### src/rtl/att_bank.sv
module att_bank #(
  parameter int NCH         = 8,
  parameter int AW          = 5,
  parameter int CW          = 7,
  parameter int FLOOR       = 27,
  parameter int MASTER_ADDR = 8
) (
  input  logic                clk,
  input  logic                rst_n,
  input  logic                wr_en,
  input  logic [AW-1:0]       wr_addr,
  input  logic [CW+1:0]       wr_data,
  input  logic                sample_tick,
  output logic [NCH*CW-1:0]   att_code,
  output logic [NCH-1:0]      zc_en,
  output logic                commit_pending
);
  localparam int CHW = $clog2(NCH);
  localparam logic [AW-1:0] MADDR   = AW'(MASTER_ADDR);
  localparam logic [AW-1:0] NCH_A   = AW'(NCH);
  localparam logic [CW-1:0] FLOOR_C = CW'(FLOOR);
  localparam logic [CW-1:0] ZERO_DB = {CW{1'b1}};

  logic [NCH-1:0][CW-1:0] pre_q, act_q;
  logic [NCH-1:0]         pzc_q, azc_q;
  logic                   pend_q;

  wire [CW-1:0] code     = (wr_data[CW-1:0] < FLOOR_C) ? FLOOR_C : wr_data[CW-1:0];
  wire          zc_bit   = wr_data[CW];
  wire          upd_bit  = wr_data[CW+1];
  wire          is_mst   = wr_en && (wr_addr == MADDR);
  wire          is_ch    = wr_en && (wr_addr < NCH_A);
  wire          upd_req  = (is_mst || is_ch) && upd_bit;
  wire          commit   = pend_q && sample_tick;

  always_ff @(posedge clk) begin
    if (!rst_n) begin
      pre_q  <= {NCH{ZERO_DB}};
      act_q  <= {NCH{ZERO_DB}};
      pzc_q  <= '0;
      azc_q  <= '0;
      pend_q <= 1'b0;
    end else begin
      if (commit) begin
        act_q <= pre_q;
        azc_q <= pzc_q;
      end
      if (is_mst) begin
        for (int i = 0; i < NCH; i++) begin
          pre_q[i] <= code;
          if (upd_bit) pzc_q[i] <= zc_bit;
        end
      end else if (is_ch) begin
        pre_q[wr_addr[CHW-1:0]] <= code;
        pzc_q[wr_addr[CHW-1:0]] <= zc_bit;
      end
      if (upd_req)          pend_q <= 1'b1;
      else if (sample_tick) pend_q <= 1'b0;
    end
  end

  assign att_code       = act_q;
  assign zc_en          = azc_q;
  assign commit_pending = pend_q;

  AST_HOLD_LIVE: assert property (@(posedge clk) disable iff (!rst_n)
    !(commit_pending && sample_tick) |=> ($stable(att_code) && $stable(zc_en)));
  AST_PEND_SET: assert property (@(posedge clk) disable iff (!rst_n)
    (wr_en && wr_data[CW+1] && (wr_addr <= MADDR)) |=> commit_pending);
  AST_COMMIT_LOAD: assert property (@(posedge clk) disable iff (!rst_n)
    (commit_pending && sample_tick) |=> (att_code == $past(pre_q) && zc_en == $past(pzc_q)));
  AST_PEND_CLEAR: assert property (@(posedge clk) disable iff (!rst_n)
    (sample_tick && !wr_en) |=> !commit_pending);
  AST_IDLE_TICK: assert property (@(posedge clk) disable iff (!rst_n)
    (!commit_pending && sample_tick) |=> $stable(att_code));
  AST_FOREIGN_ADDR: assert property (@(posedge clk) disable iff (!rst_n)
    (wr_en && wr_addr > MADDR) |=> $stable(pre_q));

  for (genvar g = 0; g < NCH; g++) begin : g_floor
    AST_CODE_FLOOR: assert property (@(posedge clk) disable iff (!rst_n)
      act_q[g] >= FLOOR_C && pre_q[g] >= FLOOR_C);
  end
endmodule

### config.mk
export PLATFORM = sky130hd
export DESIGN_NAME = att_bank
export DESIGN_NICKNAME = d
export VERILOG_FILES = /design/src/rtl/att_bank.sv
export SDC_FILE = /design/constraint.sdc
export NUM_CORES = 1
export LEC_CHECK = 0
export BUFFER_PORTS_ARGS = -buffer_cell sky130_fd_sc_hd__buf_2
export CORE_UTILIZATION = 55
export DETAILED_ROUTE_END_ITERATION = 12
export PLACE_DENSITY_LB_ADDON = 0.08
export REMOVE_ABC_BUFFERS = 1
export SKIP_LAST_GASP = 1
export SYNTH_ARGS = -nofsm -noshare
export SYNTH_HDL_FRONTEND = slang
export SYNTH_SLANG_ARGS = --single-unit
### constraint.sdc
create_clock -name clk -period 1.71 [get_ports clk]
set_clock_uncertainty 0.2 [all_clocks]
set_input_delay 0.171 -clock clk [delete_from_list [all_inputs] [get_ports clk]]
set_output_delay 0.171 -clock clk [all_outputs]
set_load 0.005 [all_outputs]
* Word-level counts from Yosys, hierarchy flattened
Cells that the tools add are included.
Word-level totals: register bits 129, input bits 18, output and inout port bits 65
Cells by class: $lt $le $gt $ge 4, equal/unequal tests 2, muxes and demuxes 14, reductions and logical operators 9
Operators by type and width (count):
- two-way mux 56 bit | 2
- bitwise mux 56 bit | 1
- demux 7 bit (select 3 bit) | 1
- two-way mux 8 bit | 2
- two-way mux 7 bit | 2
- bitwise mux 8 bit | 1
- < comparator 7 x 5 -> 1 bit, second input constant | 1
- == test 5 x 4 -> 1 bit, second input constant | 1
- logical AND 1 bit | 5
- < comparator 5 x 4 -> 1 bit, second input constant | 1
- < comparator 3 x 4 -> 1 bit, second input constant | 1
- two-way mux 1 bit | 4
- nonzero test 2 bit | 2
- demux 1 bit (select 3 bit) | 1
- greater-or-equal comparator 3 x 1 -> 1 bit, second input constant | 1
- inequality test 2 bit, second input constant | 1
- AND reduction 2 bit | 1
- logical OR 1 bit | 1

* Logic depth before layout (Yosys ltp)
depth in word-level cells 7, mapped depth 5

* Worst setup path after synthesis
OpenSTA, ideal clock, no wires.
path kind input -> register, start point in wr_addr[4], end point reg pre_q[15] (netlist name), setup time 143 ps, arrival time 1204 ps, slack 163 ps, stages 5, buffers on the path 2, cells stage by stage buf_2 -> or4b_1 -> buf_2 -> o21ai_0 -> o311ai_1
Between the ends: longest elaborated chain between the ends 3, elaborated cells on any way between the ends 6, classes of those cells order compare (1); eq/ne (1); mux (1); reduce/logical (3)
Ends and longest elaborated chain:
- from (decl) | line 11 | input logic [AW-1:0] wr_addr,
- < comparator 5 x 4 -> 1 bit or == test 5 x 4 -> 1 bit (tied branches) | line 32, 31
- logical AND 1 bit (on tied branches) | line 32, 31
- nonzero test 2 bit (no source line) or two-way mux 56 bit (tied branches)
- to (signal assigned) | line 38 | pre_q <= {NCH{ZERO_DB}};
- to (signal, indexed assignment) | line 50 | pre_q[i] <= code;
- to (signal, indexed assignment) | line 54 | pre_q[wr_addr[CHW-1:0]] <= code;
- to (decl) | line 24 | logic [NCH-1:0][CW-1:0] pre_q, act_q;
Parallel ways exist; a longest one is shown, timed or not. A chain may end at the register's enable or synchronous reset.

* Final worst setup path
start point in wr_addr[1], end point reg pre_q[11] (netlist name)
Between the ends: longest elaborated chain between the ends 7, elaborated cells on any way between the ends 13, classes of those cells order compare (3); eq/ne (1); mux (5); reduce/logical (4)
Ends and longest elaborated chain:
- < comparator 3 x 4 -> 1 bit (implied by the code) or greater-or-equal comparator 3 x 1 -> 1 bit (tied branches) | line 54
- logical AND 1 bit (implied by the code) | line 54
- two-way mux 7 bit (implied by the code) | line 54
- demux 7 bit (select 3 bit) | line 54
- bitwise mux 56 bit | line 54
- two-way mux 56 bit | line 53 | end else if (is_ch) begin
- two-way mux 56 bit | line 48 | if (is_mst) begin
Parallel ways exist; a longest one is shown, timed or not. The select of a mux whose other input is x is not followed.

==> flow_summary.yaml <==
routing:
  vias: 4403
  drt_iter0_markers: 251
  drcViolationCount: 0
  drtAntennaViolNets: 0
  drtPass1Iterations: 5
  via_per_inst: 5.50
  wl_per_cell_um: 15.0
  routed_wl_mm: 12.0
synthesis:
  muxShareOfSynthArea_pct: 7.25
  synth-simple-area-share_pct: 26.9
  synthFlopType: "dfxtp_1"
  synth_top_family_by_area: "simple AND/OR/NAND/NOR gates"
  synth_edf_count: 0
  yosys.area.top_type: "dfxtp_1"
  synth_area_mm2: 0.00497
  ys_warn_count: 0
  ys_seq_area_share_pct: 52.0
  synth.area.top_cells: "dfxtp_1, nand2_1, nand3_1"
  synthArstFlopShare_pct: 0
  avgSynthCellArea_um2: 8.75
  yosys.area_share.adder_pct: 0
  netlist_instances: 568
  ys_types: 37
  synth_compound_area_share_pct: 9.29
  yosys.area.top_type_share_pct: 52.0
  synth_seq_cells: 129
  synth_xor_area_share_pct: 1.06
setup_path:
  cp-end-kind: "register"
  path_class: "input pin to register"
  critPathLaunchType: "input pin"
  cp_slowest_cell: "or4b_1"
  crit_chain: "dlygate4sd3_1 > buf_2 > or4b_1 > o21ai_0 > nand3_1"
  cp.required_ns: 1.89
  worst-path-max-fanout: 10
  slowest_delay_ns: 0.65
  cp.arrival_ns: 1.89
floorplanning:
  die-area_mm2: 0.00942
  initial_core_util_pct: 57.0
  rows: 34
  coreArea_mm2: 0.00872
  boundaryPins: 83
  die_x_um: 97.1
  die_y_um: 97.1
cts:
  clkSlewWorstSetupHoldPaths_ns: 0.06
  cts_root_buffer: "clkbuf_8"
  insertion_delay_ns: 0.51
  numCtsBuffers: 17
  cts_max_path_buffers: 2
  clock_sink_count: 129
  cts_tree: "yes"
  htree_levels: 4
timing:
  hold_ws_ns: -0.0631
  setup_ws_ns: 0.000471
  drv_slew: 0
  finalSetupViolations: 0
  relSlewSlack_pct: 66.4
  clock.fmax_ghz: 0.585
  finalSetupTns_ns: 0
  hold_violations: 7
  period_share_pct: 100
  finalWorstPathRequiredPeriod_ns: 1.71
  rsz0062_at_grt: "true"
  worstMarginPinSlew_ns: 0.501
pwr:
  power_density_mw_per_mm2: 1100
  peakVddDrop_mv: 0.719
  p_int_mw: 5.51
  share_comb_of_total_power_pct: 6.8
  p_seq_share_pct: 43.2
  clkPwrFrac_pct: 50.0
  p_total_mw: 7.14
  p_sw_mw: 1.63
  switching_share_pct: 22.8
  p_leak_nw: 2.86
grt:
  overflow: 0
  antenna_found_initial: 0
  first_global_vias: 4092
  grt_pass1_wl_mm: 19.6
  grt_max_degree: 65
  grt_usage_pct: 25.7
layout:
  nNetsFinal: 698
  area_growth_pct: 30.6
  layout-drive-gt1-share_pct: 24.0
  stdcell_count: 800
  diodes: 0
hold_path:
  worstHoldPathType: "input pin to register"
placement:
  place_inst: 748
  dp_slack_ns: 0.00151
  portBuffers: 82
  place_hpwl_mm: 7.60
  gp_routability_congestion: 0.842
outcome:
  status: "complete, but fails checks"
  violations: "hold timing"
job:
  drv_cap: 0
## synthesized netlist by cell type, types with 2 or more instances
master      n
xor2_1      3
o21ai_4     3
or4b_1      3
o311ai_1    9
o211ai_1   10
nor3b_1     2
nor3_1      2
o21bai_1    2
dfxtp_1   129
clkbuf_1   29
a21oi_1    10
o21ai_0    29
buf_1       3
mux2i_1    36
nor2_1     36
nand2b_1    2
nor4b_2     3
xnor2_1     3
nor2b_1     3
nand3_1    88
buf_2       7
or3b_1      2
nand2_1   140
## state kept, by name, summed over array words and instances, names as in the netlist
name            flops
commit_pending      1
pzc_q               8
zc_en               8
pre_q              56
att_code           56
## layer usage
layer  vias to the layer above  wire (um)  track usage, %
li1                       2174          -               -
met1                      2101       5310            33.6
met2                       113       5990            41.7
met3                        15        515            5.47
met4                         0        172            9.76
met5                         -          0               0
## logic make-up (layout without fill, tap and decap cells)
group                  count (synthesis)  in the layout
XOR/XNOR                               6              6
flip-flops                           129            129
AO/OA/AOI/OAI                         67             67
AND/OR/NAND/NOR                      288            288
multiplexers                          36             36
buffers and inverters                 42            166
## path summary, 6_finish.rpt
check	startpoint	endpoint	slack, ns	cells past startpoint
max	wr_addr[1]	pre_q[11]	0.0005	5
min	wr_addr[2]	pre_q[14]	-0.06	3
max reg2reg	commit_pending	zc_en[1]	0.36	4
min reg2reg	zc_en[7]	zc_en[7]	0.25	2
## critical path: cells and delay by family
family          cells  cell delay [ns]
simple gates        2             0.75
buf+inv             2             0.73
compound gates      1             0.25
## through the flow
step	area [um2]	utilization (%)
floorplan	4800	-
global placement	5620	64.4
detailed placement	5620	64.4
CTS	6390	73.2
global route	6490	74.4
finish	6490	74.4
## what timing repair did
| action | 4_1_cts | 5_1_grt |
|---|---|---|
| gates resized for setup | 0 | 12 |
| hold buffers | 18 | 2 |
| endpoints found under the setup margin | 0 | 43 |
| setup buffers | 0 | 1 |
| endpoints found under the hold margin | 111 | 5 |
## cell type report
cell class / count / area (um2)
clock inverters: 13 / 163
multi-input cells: 397 / 2270
flip-flops and latches: 129 / 2580
inverters: 1 / 3.75
fillers: 638 / 2230
repair buffers: 134 / 911
clock buffers: 18 / 428
well taps: 108 / 135
## cells in the final DEF, fill, tap and decap left out, types with 2 or more instances in the layout
master	instances
nand2_1	139
or4b_4	2
nand3_1	88
nor2_1	36
nor4b_2	3
a21oi_1	10
buf_2	81
clkbuf_8	2
xnor2_2	3
buf_12	4
o21ai_0	29
o21ai_4	3
o21bai_1	2
buf_4	26
or3b_4	2
o311ai_1	9
dfxtp_1	129
clkinv_4	3
bufinv_16	3
xor2_1	3
clkinv_2	3
clkinvlp_4	3
o211ai_1	10
mux2i_1	36
nand2b_1	2
buf_6	2
nor3_1	2
nor2b_1	3
dlygate4sd3_1	20
clkbuf_16	16
## power by group through the flow
stage	sequential [mW]	clock [mW]	combinational, mW
after floorplan	3.15	0	0.195
after global placement	3.15	0	0.408
after detailed placement	3.15	0	0.418
after CTS	3.09	3.61	0.456
after global routing	3.09	3.76	0.528
final	3.09	3.57	0.486
No activity file was read; power rests on OpenSTA's default activity.
